$ cat config.mk
export PLATFORM = sky130hd
export DESIGN_NAME = irq_arbiter
export DESIGN_NICKNAME = d
export VERILOG_FILES = /design/src/rtl/irq_pkg.sv /design/src/rtl/irq_sense.sv /design/src/rtl/irq_prio.sv /design/src/rtl/irq_arbiter.sv
export SDC_FILE = /design/constraint.sdc
export NUM_CORES = 1
export LEC_CHECK = 0
export ABC_AREA = 1
export BUFFER_PORTS_ARGS = -buffer_cell sky130_fd_sc_hd__clkbuf_2
export CAP_MARGIN = 10
export CORE_MARGIN = 2
export CORE_UTILIZATION = 45
export CTS_CLUSTER_SIZE = 16
export DETAILED_ROUTE_END_ITERATION = 10
export PLACE_DENSITY = 0.72
export SLEW_MARGIN = 20
export SYNTH_ARGS = -nofsm -noshare
export SYNTH_HDL_FRONTEND = slang
export SYNTH_HIERARCHICAL = 1
export SYNTH_SLANG_ARGS = --single-unit
$ cat constraint.sdc
create_clock -name clk -period 1.6 [get_ports clk]
set_clock_uncertainty 0.2 [all_clocks]
set_input_delay 0.24 -clock clk [delete_from_list [all_inputs] [get_ports clk]]
set_output_delay 0.24 -clock clk [all_outputs]
set_load 0.05 [all_outputs]
$ cat src/rtl/irq_pkg.sv
package irq_pkg;

   typedef enum logic [1:0] {
      SEL_CTRL = 2'd0,
      SEL_MASK = 2'd1,
      SEL_FLAG = 2'd2,
      SEL_NONE = 2'd3
   } reg_sel_e;

   typedef enum logic [1:0] {
      SENSE_LOW  = 2'b00,
      SENSE_RSVD = 2'b01,
      SENSE_FALL = 2'b10,
      SENSE_RISE = 2'b11
   } sense_e;

endpackage

$ cat src/rtl/irq_sense.sv
module irq_sense
   import irq_pkg::*;
(
   input  logic       clk,
   input  logic       rst_n,
   input  logic       sync_clr,
   input  logic       pin_i,
   input  logic [1:0] mode_i,
   output logic       set_o
);

   logic pin_q;

   // pin history register, cleared by either reset
   always_ff @(posedge clk or negedge rst_n) begin
      if (!rst_n)        pin_q <= 1'b0;
      else if (sync_clr) pin_q <= 1'b0;
      else               pin_q <= pin_i;
   end

   always_comb begin
      unique case (sense_e'(mode_i))
         SENSE_LOW:  set_o = ~pin_i;
         SENSE_FALL: set_o = pin_q & ~pin_i;
         SENSE_RISE: set_o = ~pin_q & pin_i;
         default:    set_o = 1'b0;
      endcase
   end

   // the reserved code never raises a set, whatever the pin does
   assert_rsvd_quiet_R5: assert property (@(posedge clk) disable iff (!rst_n)
      (mode_i == SENSE_RSVD) |-> !set_o);

   // a rising-edge set needs the pin low one edge earlier
   assert_rise_hist_R4: assert property (@(posedge clk) disable iff (!rst_n)
      (mode_i == SENSE_RISE && set_o && !$past(sync_clr)) |-> !$past(pin_i));

endmodule

$ cat src/rtl/irq_prio.sv
module irq_prio #(
   parameter int NSRC = 2
) (
   input  logic [NSRC-1:0] req_i,
   output logic [NSRC-1:0] grant_o
);

   if (NSRC < 1) begin : g_bad_nsrc
      $error("irq_prio: NSRC must be at least 1");
   end

   logic [NSRC-1:0] taken;

   assign taken[0] = 1'b0;
   for (genvar i = 0; i < NSRC; i++) begin : g_lane
      if (i > 0) begin : g_chain
         assign taken[i] = taken[i-1] | req_i[i-1];
      end
      assign grant_o[i] = req_i[i] & ~taken[i];
   end

   // at most one grant, and a grant only where a request stands
   always_comb begin
      assert_one_grant_R10: assert ($onehot0(grant_o));
      assert_grant_has_req_R10: assert ((grant_o & ~req_i) == '0);
   end

endmodule

$ cat src/rtl/irq_arbiter.sv
module irq_arbiter
   import irq_pkg::*;
#(
   parameter int DATA_W  = 8,
   parameter int VEC_W   = 22,
   parameter int EXT_VEC = 1,
   parameter int TOV_VEC = 9,
   parameter int EXT_BIT = 6,
   parameter int TOV_BIT = 1
) (
   input  logic              clk,
   input  logic              rst_n,
   input  logic              sync_clr,
   input  logic              busy_i,
   input  logic              irq_en_i,
   input  logic              ext_pin_i,
   input  logic              tmr_ovf_i,
   input  logic [1:0]        reg_sel_i,
   input  logic              reg_wr_i,
   input  logic [DATA_W-1:0] reg_wdata_i,
   output logic [DATA_W-1:0] reg_rdata_o,
   output logic              irq_req_o,
   output logic [VEC_W-1:0]  irq_vec_o
);

   localparam int NSRC    = 2;
   localparam int SRC_EXT = 0;   // index 0 has the highest priority
   localparam int SRC_TOV = 1;
   localparam logic [VEC_W-1:0] VEC_TAB [NSRC] = '{VEC_W'(EXT_VEC), VEC_W'(TOV_VEC)};

   if (DATA_W < 8) begin : g_bad_width
      $error("irq_arbiter: DATA_W must be at least 8");
   end
   if (EXT_BIT >= DATA_W || TOV_BIT >= DATA_W || EXT_BIT == TOV_BIT) begin : g_bad_bits
      $error("irq_arbiter: flag bit positions invalid");
   end
   if (EXT_VEC == 0 || TOV_VEC == 0 || EXT_VEC == TOV_VEC) begin : g_bad_vec
      $error("irq_arbiter: vectors must be distinct and nonzero");
   end

   logic [DATA_W-1:0] ctrl_q, mask_q, flag_q, flag_d;
   logic [NSRC-1:0]   pend, grant;
   logic [VEC_W-1:0]  vec_d;
   logic              ext_set, gate;

   irq_sense u_sense (
      .clk      (clk),
      .rst_n    (rst_n),
      .sync_clr (sync_clr),
      .pin_i    (ext_pin_i),
      .mode_i   (ctrl_q[1:0]),
      .set_o    (ext_set)
   );

   assign pend[SRC_EXT] = flag_q[EXT_BIT] & mask_q[EXT_BIT];
   assign pend[SRC_TOV] = flag_q[TOV_BIT] & mask_q[TOV_BIT];
   assign gate          = irq_en_i & ~busy_i;

   irq_prio #(.NSRC(NSRC)) u_prio (
      .req_i   (pend & {NSRC{gate}}),
      .grant_o (grant)
   );

   // flag update order: software write, acknowledge clear, hardware set last
   always_comb begin
      flag_d = flag_q;
      if (reg_wr_i && reg_sel_e'(reg_sel_i) == SEL_FLAG) flag_d = reg_wdata_i;
      if (grant[SRC_EXT]) flag_d[EXT_BIT] = 1'b0;
      if (grant[SRC_TOV]) flag_d[TOV_BIT] = 1'b0;
      if (ext_set)        flag_d[EXT_BIT] = 1'b1;
      if (tmr_ovf_i)      flag_d[TOV_BIT] = 1'b1;
   end

   always_comb begin
      vec_d = '0;
      for (int i = 0; i < NSRC; i++) begin
         if (grant[i]) vec_d = vec_d | VEC_TAB[i];
      end
   end

   always_ff @(posedge clk or negedge rst_n) begin
      if (!rst_n) begin
         ctrl_q    <= '0;
         mask_q    <= '0;
         flag_q    <= '0;
         irq_req_o <= 1'b0;
         irq_vec_o <= '0;
      end else if (sync_clr) begin
         ctrl_q    <= '0;
         mask_q    <= '0;
         flag_q    <= '0;
         irq_req_o <= 1'b0;
         irq_vec_o <= '0;
      end else begin
         if (reg_wr_i && reg_sel_e'(reg_sel_i) == SEL_CTRL) ctrl_q <= reg_wdata_i;
         if (reg_wr_i && reg_sel_e'(reg_sel_i) == SEL_MASK) mask_q <= reg_wdata_i;
         flag_q    <= flag_d;
         irq_req_o <= |grant;
         irq_vec_o <= vec_d;
      end
   end

   always_comb begin
      unique case (reg_sel_e'(reg_sel_i))
         SEL_CTRL: reg_rdata_o = ctrl_q;
         SEL_MASK: reg_rdata_o = mask_q;
         SEL_FLAG: reg_rdata_o = flag_q;
         default:  reg_rdata_o = '0;
      endcase
   end

   // a request always carries one of the two vectors; idle cycles carry 0
   assert_vec_valid_R11: assert property (@(posedge clk) disable iff (!rst_n)
      irq_req_o |-> (irq_vec_o == VEC_W'(EXT_VEC) || irq_vec_o == VEC_W'(TOV_VEC)));
   assert_vec_idle_R11: assert property (@(posedge clk) disable iff (!rst_n)
      !irq_req_o |-> (irq_vec_o == '0));
   // inhibit and global enable block the next request
   assert_busy_block_R9: assert property (@(posedge clk) disable iff (!rst_n)
      busy_i |=> !irq_req_o);
   assert_en_block_R8: assert property (@(posedge clk) disable iff (!rst_n)
      !irq_en_i |=> !irq_req_o);
   // a winning external source is the one reported next cycle
   assert_ext_wins_R10: assert property (@(posedge clk) disable iff (!rst_n)
      (grant[SRC_EXT] && !sync_clr) |=> (irq_req_o && irq_vec_o == VEC_W'(EXT_VEC)));
   // the acknowledged timer flag is gone unless a new pulse arrived
   assert_ack_clear_R12: assert property (@(posedge clk) disable iff (!rst_n)
      (grant[SRC_TOV] && !tmr_ovf_i) |=> !flag_q[TOV_BIT]);
   // synchronous reset leaves every register cleared
   assert_sync_clr_R1: assert property (@(posedge clk) disable iff (!rst_n)
      sync_clr |=> (ctrl_q == '0 && mask_q == '0 && flag_q == '0 && !irq_req_o));

endmodule

==> reports/results.ini, run 1 <==
[pwr]
seq_power_share_pct=51.9
p_clk_share_pct=21.2
internal_power_uw=918
power_density_nw_per_um2=731
switching_share_pct=34.8
power.switching_uw=489
peakVddDrop_v=0.000477
p_leak_uw=0.00108
power.share.combinational_pct=26.9

[placed_design]
post_dp_cell_area_um2=1760
gp_routability_congestion=0.879
dpl_worst_slack_ns=0.0811
port_buffers=28
dp_hpwl_um=2320

[layout]
nNetsFinal=272
antennaDiodeCount=0
syn2layout_area_growth_pct=24.9
multi_input_area_um2=696
layout_common_cells=nand2_1, nand3_1, dfrtp_1
drive_gt1_share_pct=21.7
design_area_um2=1930
mostFrequentLayoutCell=nand2_1
seqCellArea_um2=676
nFillCells=316

[timing]
finalHoldViolCount=0
drv_slew=0
timing.fmax_mhz=643
finalCritPeriodShare_pct=97.2
period_minus_slack_ns=1.55
grt_setup_unrepaired=yes
fin_ws_ns=0.0453
setup_viol=0
fin_tns_setup_ns=0

[floorplan]
chipHeight_um=62.5
initial_utilization_pct=46.6
dieArea_um2=3910
die_w_um=62.5
fp-row-count=21
io_pins=49
core_area_um2=3310

[cts]
cts.sinks=27
clk_pin_slew_worst_paths_ns=0.15
htreeDepth=1
cts_made_buffers=3
clockBufferDepth=2
cts_tree=yes
cts-root-buf=clkbuf_4
clk_latency_ns=0.32

[detailed_routing]
ant_nets=0
via_per_inst=4.71
vias=1409
wl_per_cell_um=11.3
dr.pass1.iters=4
drc_errors=0
drtIter0Drc=75
wl_um=3390

[setup_path]
crit_end=reg_rdata_o[6]
critPathKind=reg -> out
cp_max_fo=3
max_stage_delay_ns=0.44
worstSetupEndpointType=primary output
r2r_slack_ns=0.22
crit_family=flip-flops
crit_cells=3
r2r_cells=10
reg2reg_to=flag_q[1]
rr_startpoint=flag_q[1]
path_cells=nand2_1 -> nand3_2 -> buf_12
crit_start=flag_q[6]
startpoint_type=flip-flop
worst_ep_arrival_time_ns=1.11
cp_data_required_time_ns=1.16
critPathSlowestCell=dfrtp_1
path_buf_inv=1

[synthesis]
ys_warn_count=6
syn-instance-count=211
syn_area_um2=1540
synth.distinct_cells=14
ys_ff_latch=27
synth-seq-area-share_pct=43.8
avgSynthCellArea_um2=7.31

[global_routing]
grt_pass1_wl_um=5730
antenna_found_initial=0
grt.overflow.total=0
grt.total_usage_pct=18.1
grt_pass1_vias=1295
grt_max_degree=28

[status]
status=complete, no violations

[job]
drv_cap=0

[min_path]
hold_depth=5
hp-class=in -> reg

[power groups by stage]
stage,Sequential [uW],Combinational (uW),Clock [uW]
after global placement,745,345,0
final,731,378,298
after detailed placement,744,350,0
after floorplan,739,276,0
after CTS,730,372,298
after global routing,734,410,329
[state kept, by name, indices dropped and copies added, names as in the netlist]
register	flops
irq_req_o	1
mask_q	8
ctrl_q	8
irq_vec_o	1
flag_q	8
u_sense/pin_q	1
[tightest hold or removal path: stages]
cell and delay [ns]:
clkbuf_2 0.08, inv_1 0.04, nor2_1 0.05, nand2_1 0.06
nand2_1 0.04
[cells by family after synthesis]
logic type / after synthesis / share of synthesized area [%]
compound gates: 9 / 2.92
buf+inv: 46 / 17.3
flops: 27 / 43.8
other cells: 1 / 0.243
simple gates: 128 / 35.7
[area by class of cell]
| class | instances | share of cell area [%] |
|---|---|---|
| multi-input cells | 157 | 36.1 |
| well taps | 46 | 2.99 |
| clock inverters | 1 | 0.260 |
| flip-flops and latches | 27 | 35.1 |
| repair buffers | 48 | 21.1 |
| inverters | 17 | 3.31 |
| clock buffers | 3 | 1.17 |
[routing by layer]
metal  share of wire (%)  GRT usage, %  vias up
li1                    -             -      718
met1                  45          25.9      629
met2                  48          28.8       62
met3                 7.1          2.16        0
met4                   0          5.83        0
met5                   0             0        -
[synthesized netlist by cell type]
cell | instances | area (um2)
buf_4 | 23 | 173
nor2_1 | 11 | 41.3
buf_2 | 6 | 30.0
a21oi_1 | 1 | 5.00
dfrtp_1 | 27 | 676
inv_2 | 3 | 11.3
conb_1 | 1 | 3.75
inv_1 | 14 | 52.6
nand4_1 | 2 | 12.5
nand3_1 | 43 | 215
nand2_1 | 69 | 259
nor2_2 | 2 | 12.5
o21ai_1 | 8 | 40.0
nand3_2 | 1 | 10.0
[worst min path at each step]
| stage | start | endpoint |
|---|---|---|
| after floorplan | rst_n | ctrl_q[0] |
| after global placement | rst_n | ctrl_q[2] |
| final | reg_wdata_i[5] | flag_q[5] |
| after CTS | reg_wdata_i[5] | flag_q[5] |
| after detailed placement | rst_n | flag_q[2] |
| after global routing | sync_clr | u_sense/pin_q |
[what timing repair did]
action | CTS | global route
buffers inserted | 2 | 2
setup endpoints to repair | 1 | 7
hold buffers | 8 | 0
gates cloned | 0 | 0
pin swaps | 0 | 1
gates resized for setup | 0 | 10
endpoints found under the hold margin | 42 | 0
[through the flow]
step           hold WS (ns)  power (uW)  util, %  instances
6_report             0.0164        1410     58.2        299
5_1_grt              0.0328        1470     58.2        299
4_1_cts              0.0143        1400     56.8        297
3_5_place_dp         0.0557        1090     53.1        283
3_3_place_gp         0.0548        1090     53.1        283
2_1_floorplan        -0.256        1020        -        230
(Power assumes the default switching activity.)
==> run 2: changes to the inputs <==
--- a/config.mk
+++ b/config.mk
@@ -8,7 +8,6 @@
 export ABC_AREA = 1
 export BUFFER_PORTS_ARGS = -buffer_cell sky130_fd_sc_hd__clkbuf_2
 export CAP_MARGIN = 10
-export CORE_MARGIN = 2
 export CORE_UTILIZATION = 45
 export CTS_CLUSTER_SIZE = 16
 export DETAILED_ROUTE_END_ITERATION = 10
==> run 2 against run 1 <==
Effect of this change: clock-buffer cell count did not move; setup slack better by 0.020 ns; critical endpoint is now reg_rdata_o[1]; final cell count shrank 1.0%; largest cell class unchanged; worst hold slack better by 0.0012 ns; die area decreased by 6.3%; cell area grew 0.78%; first-iteration DRC count shrank 44%.
==> reports/results.ini, run 2 (synthesis results as in run 1) <==
[cts]
clk_latency_ns=0.32
cts_made_buffers=3
cts-root-buf=clkbuf_4
clk_pin_slew_worst_paths_ns=0.15
htreeDepth=1
clockBufferDepth=2
cts_tree=yes
cts.sinks=27

[layout]
nNetsFinal=271
largestRegisters=ctrl_q x8, flag_q x8, mask_q x8
syn2layout_area_growth_pct=25.9
drive_gt1_share_pct=21.8
mostFrequentLayoutCell=nand2_1
antennaDiodeCount=0
nFillCells=310
post_layout_nonfiller_instances=296
layout_common_cells=nand2_1, nand3_1, dfrtp_1

[detailed_routing]
drc_errors=0
vias=1418
via_per_inst=4.79
wl_per_cell_um=11.2
wl_um=3330
dr.pass1.iters=4
ant_nets=0
drtIter0Drc=42

[floorplan]
die_w_um=60.5
core_area_um2=3150
dieArea_um2=3660
chipHeight_um=60.5
io_pins=49
initial_utilization_pct=48.9
fp-row-count=20

[setup_path]
path_buf_inv=1
critPathSlowestCell=dfrtp_1
worst_ep_arrival_time_ns=1.09
crit_family=flip-flops
cp_data_required_time_ns=1.16
startpoint_type=flip-flop
worstSetupEndpointType=primary output
path_cells=nand2_1 -> nand3_1 -> buf_12
max_stage_delay_ns=0.42
critPathKind=reg -> out
cp_max_fo=3

[global_routing]
top_usage_layer=met2
grt_pass1_vias=1244
grt.total_usage_pct=19.9
antenna_found_initial=0
use_met3_pct=1.92
grtUsageMet1_pct=26.8
grt_pass1_wl_um=5460
use_met2_pct=34.5
grt.overflow.total=0
grt_max_degree=28

[placed_design]
dp_cells=280
gp_routability_congestion=0.834
port_buffers=28
dp_hpwl_um=2330

[pwr]
power_density_nw_per_um2=727
peakVddDrop_v=0.000381
p_leak_uw=0.00108

[status]
status=complete, no violations

[job]
drv_cap=0

[timing]
setup_viol=0
finalCritPeriodShare_pct=95.9
drv_slew=0
grt_setup_unrepaired=no
finalHoldViolCount=0
period_minus_slack_ns=1.53
timing.fmax_mhz=652
fin_tns_setup_ns=0

[min_path]
hp-class=in -> reg

-- run 2: area by class of cell --
cell class / instances / area, um2 / area share [%]
clock buffer: 3 / 22.5 / 1.16
inverter: 17 / 63.8 / 3.29
timing repair buffer: 47 / 420 / 21.7
multi-input combinational: 157 / 698 / 36.0
tap: 44 / 55.1 / 2.84
sequential: 27 / 676 / 34.8
clock inverter: 1 / 5.00 / 0.258
-- run 2: metrics by stage --
stage / setup WS, ns / hold slack, ns / util (%) / power, uW / area [um2]
after global routing: 0.00132 / 0.0244 / 61.5 / 1480 / 1940
after detailed placement: 0.00979 / 0.0609 / 56.3 / 1100 / 1780
after global placement: 0.0152 / 0.0571 / 56.3 / 1100 / 1780
after floorplan: 0.119 / -0.256 / - / 1020 / 1610
after CTS: 0.00688 / 0.0112 / 59.7 / 1410 / 1880
final: 0.0657 / 0.0177 / 61.5 / 1410 / 1940
-- run 2: path summary, 6_finish.rpt --
kind / startpoint / to / slack (ns) / cells past startpoint
max in group asynchronous: rst_n / flag_q[7] / 0.73 / 3
min in group asynchronous: rst_n / flag_q[2] / 0.23 / 3
min: reg_wdata_i[5] / flag_q[5] / 0.02 / 5
max reg2reg: flag_q[6] / flag_q[1] / 0.23 / 8
min reg2reg: mask_q[7] / mask_q[7] / 0.32 / 2
max: mask_q[1] / reg_rdata_o[1] / 0.07 / 3
-- run 2: worst reg2reg max path: stages (launching register included) --
cell	delay (ns)
dfrtp_1	0.41
nand2_1	0.07
nor2_1	0.21
nor2_2	0.06
inv_1	0.12
nand3_1	0.09
nand2_1	0.07
nand2_1	0.05
nand2_1	0.05
-- run 2: repair_timing --
| action | 4_1_cts | 5_1_grt |
|---|---|---|
| setup buffers | 0 | 4 |
| endpoints found under the hold margin | 42 | 0 |
| endpoints found under the setup margin | 0 | 8 |
| resized for setup | 0 | 7 |
| hold buffers | 8 | 0 |
-- run 2: report_power, final --
part | total (uW) | internal, uW | switching [uW]
sequential | 729 | 711 | 17.6
clock | 294 | 93.5 | 201
combinational | 388 | 122 | 266
total | 1410 | 927 | 484
-- run 2: layer usage --
layer,part of all wire (%),vias to the layer above
met5,0,-
met4,0.57,0
met3,4.1,2
met2,50,50
met1,45,647
li1,-,719
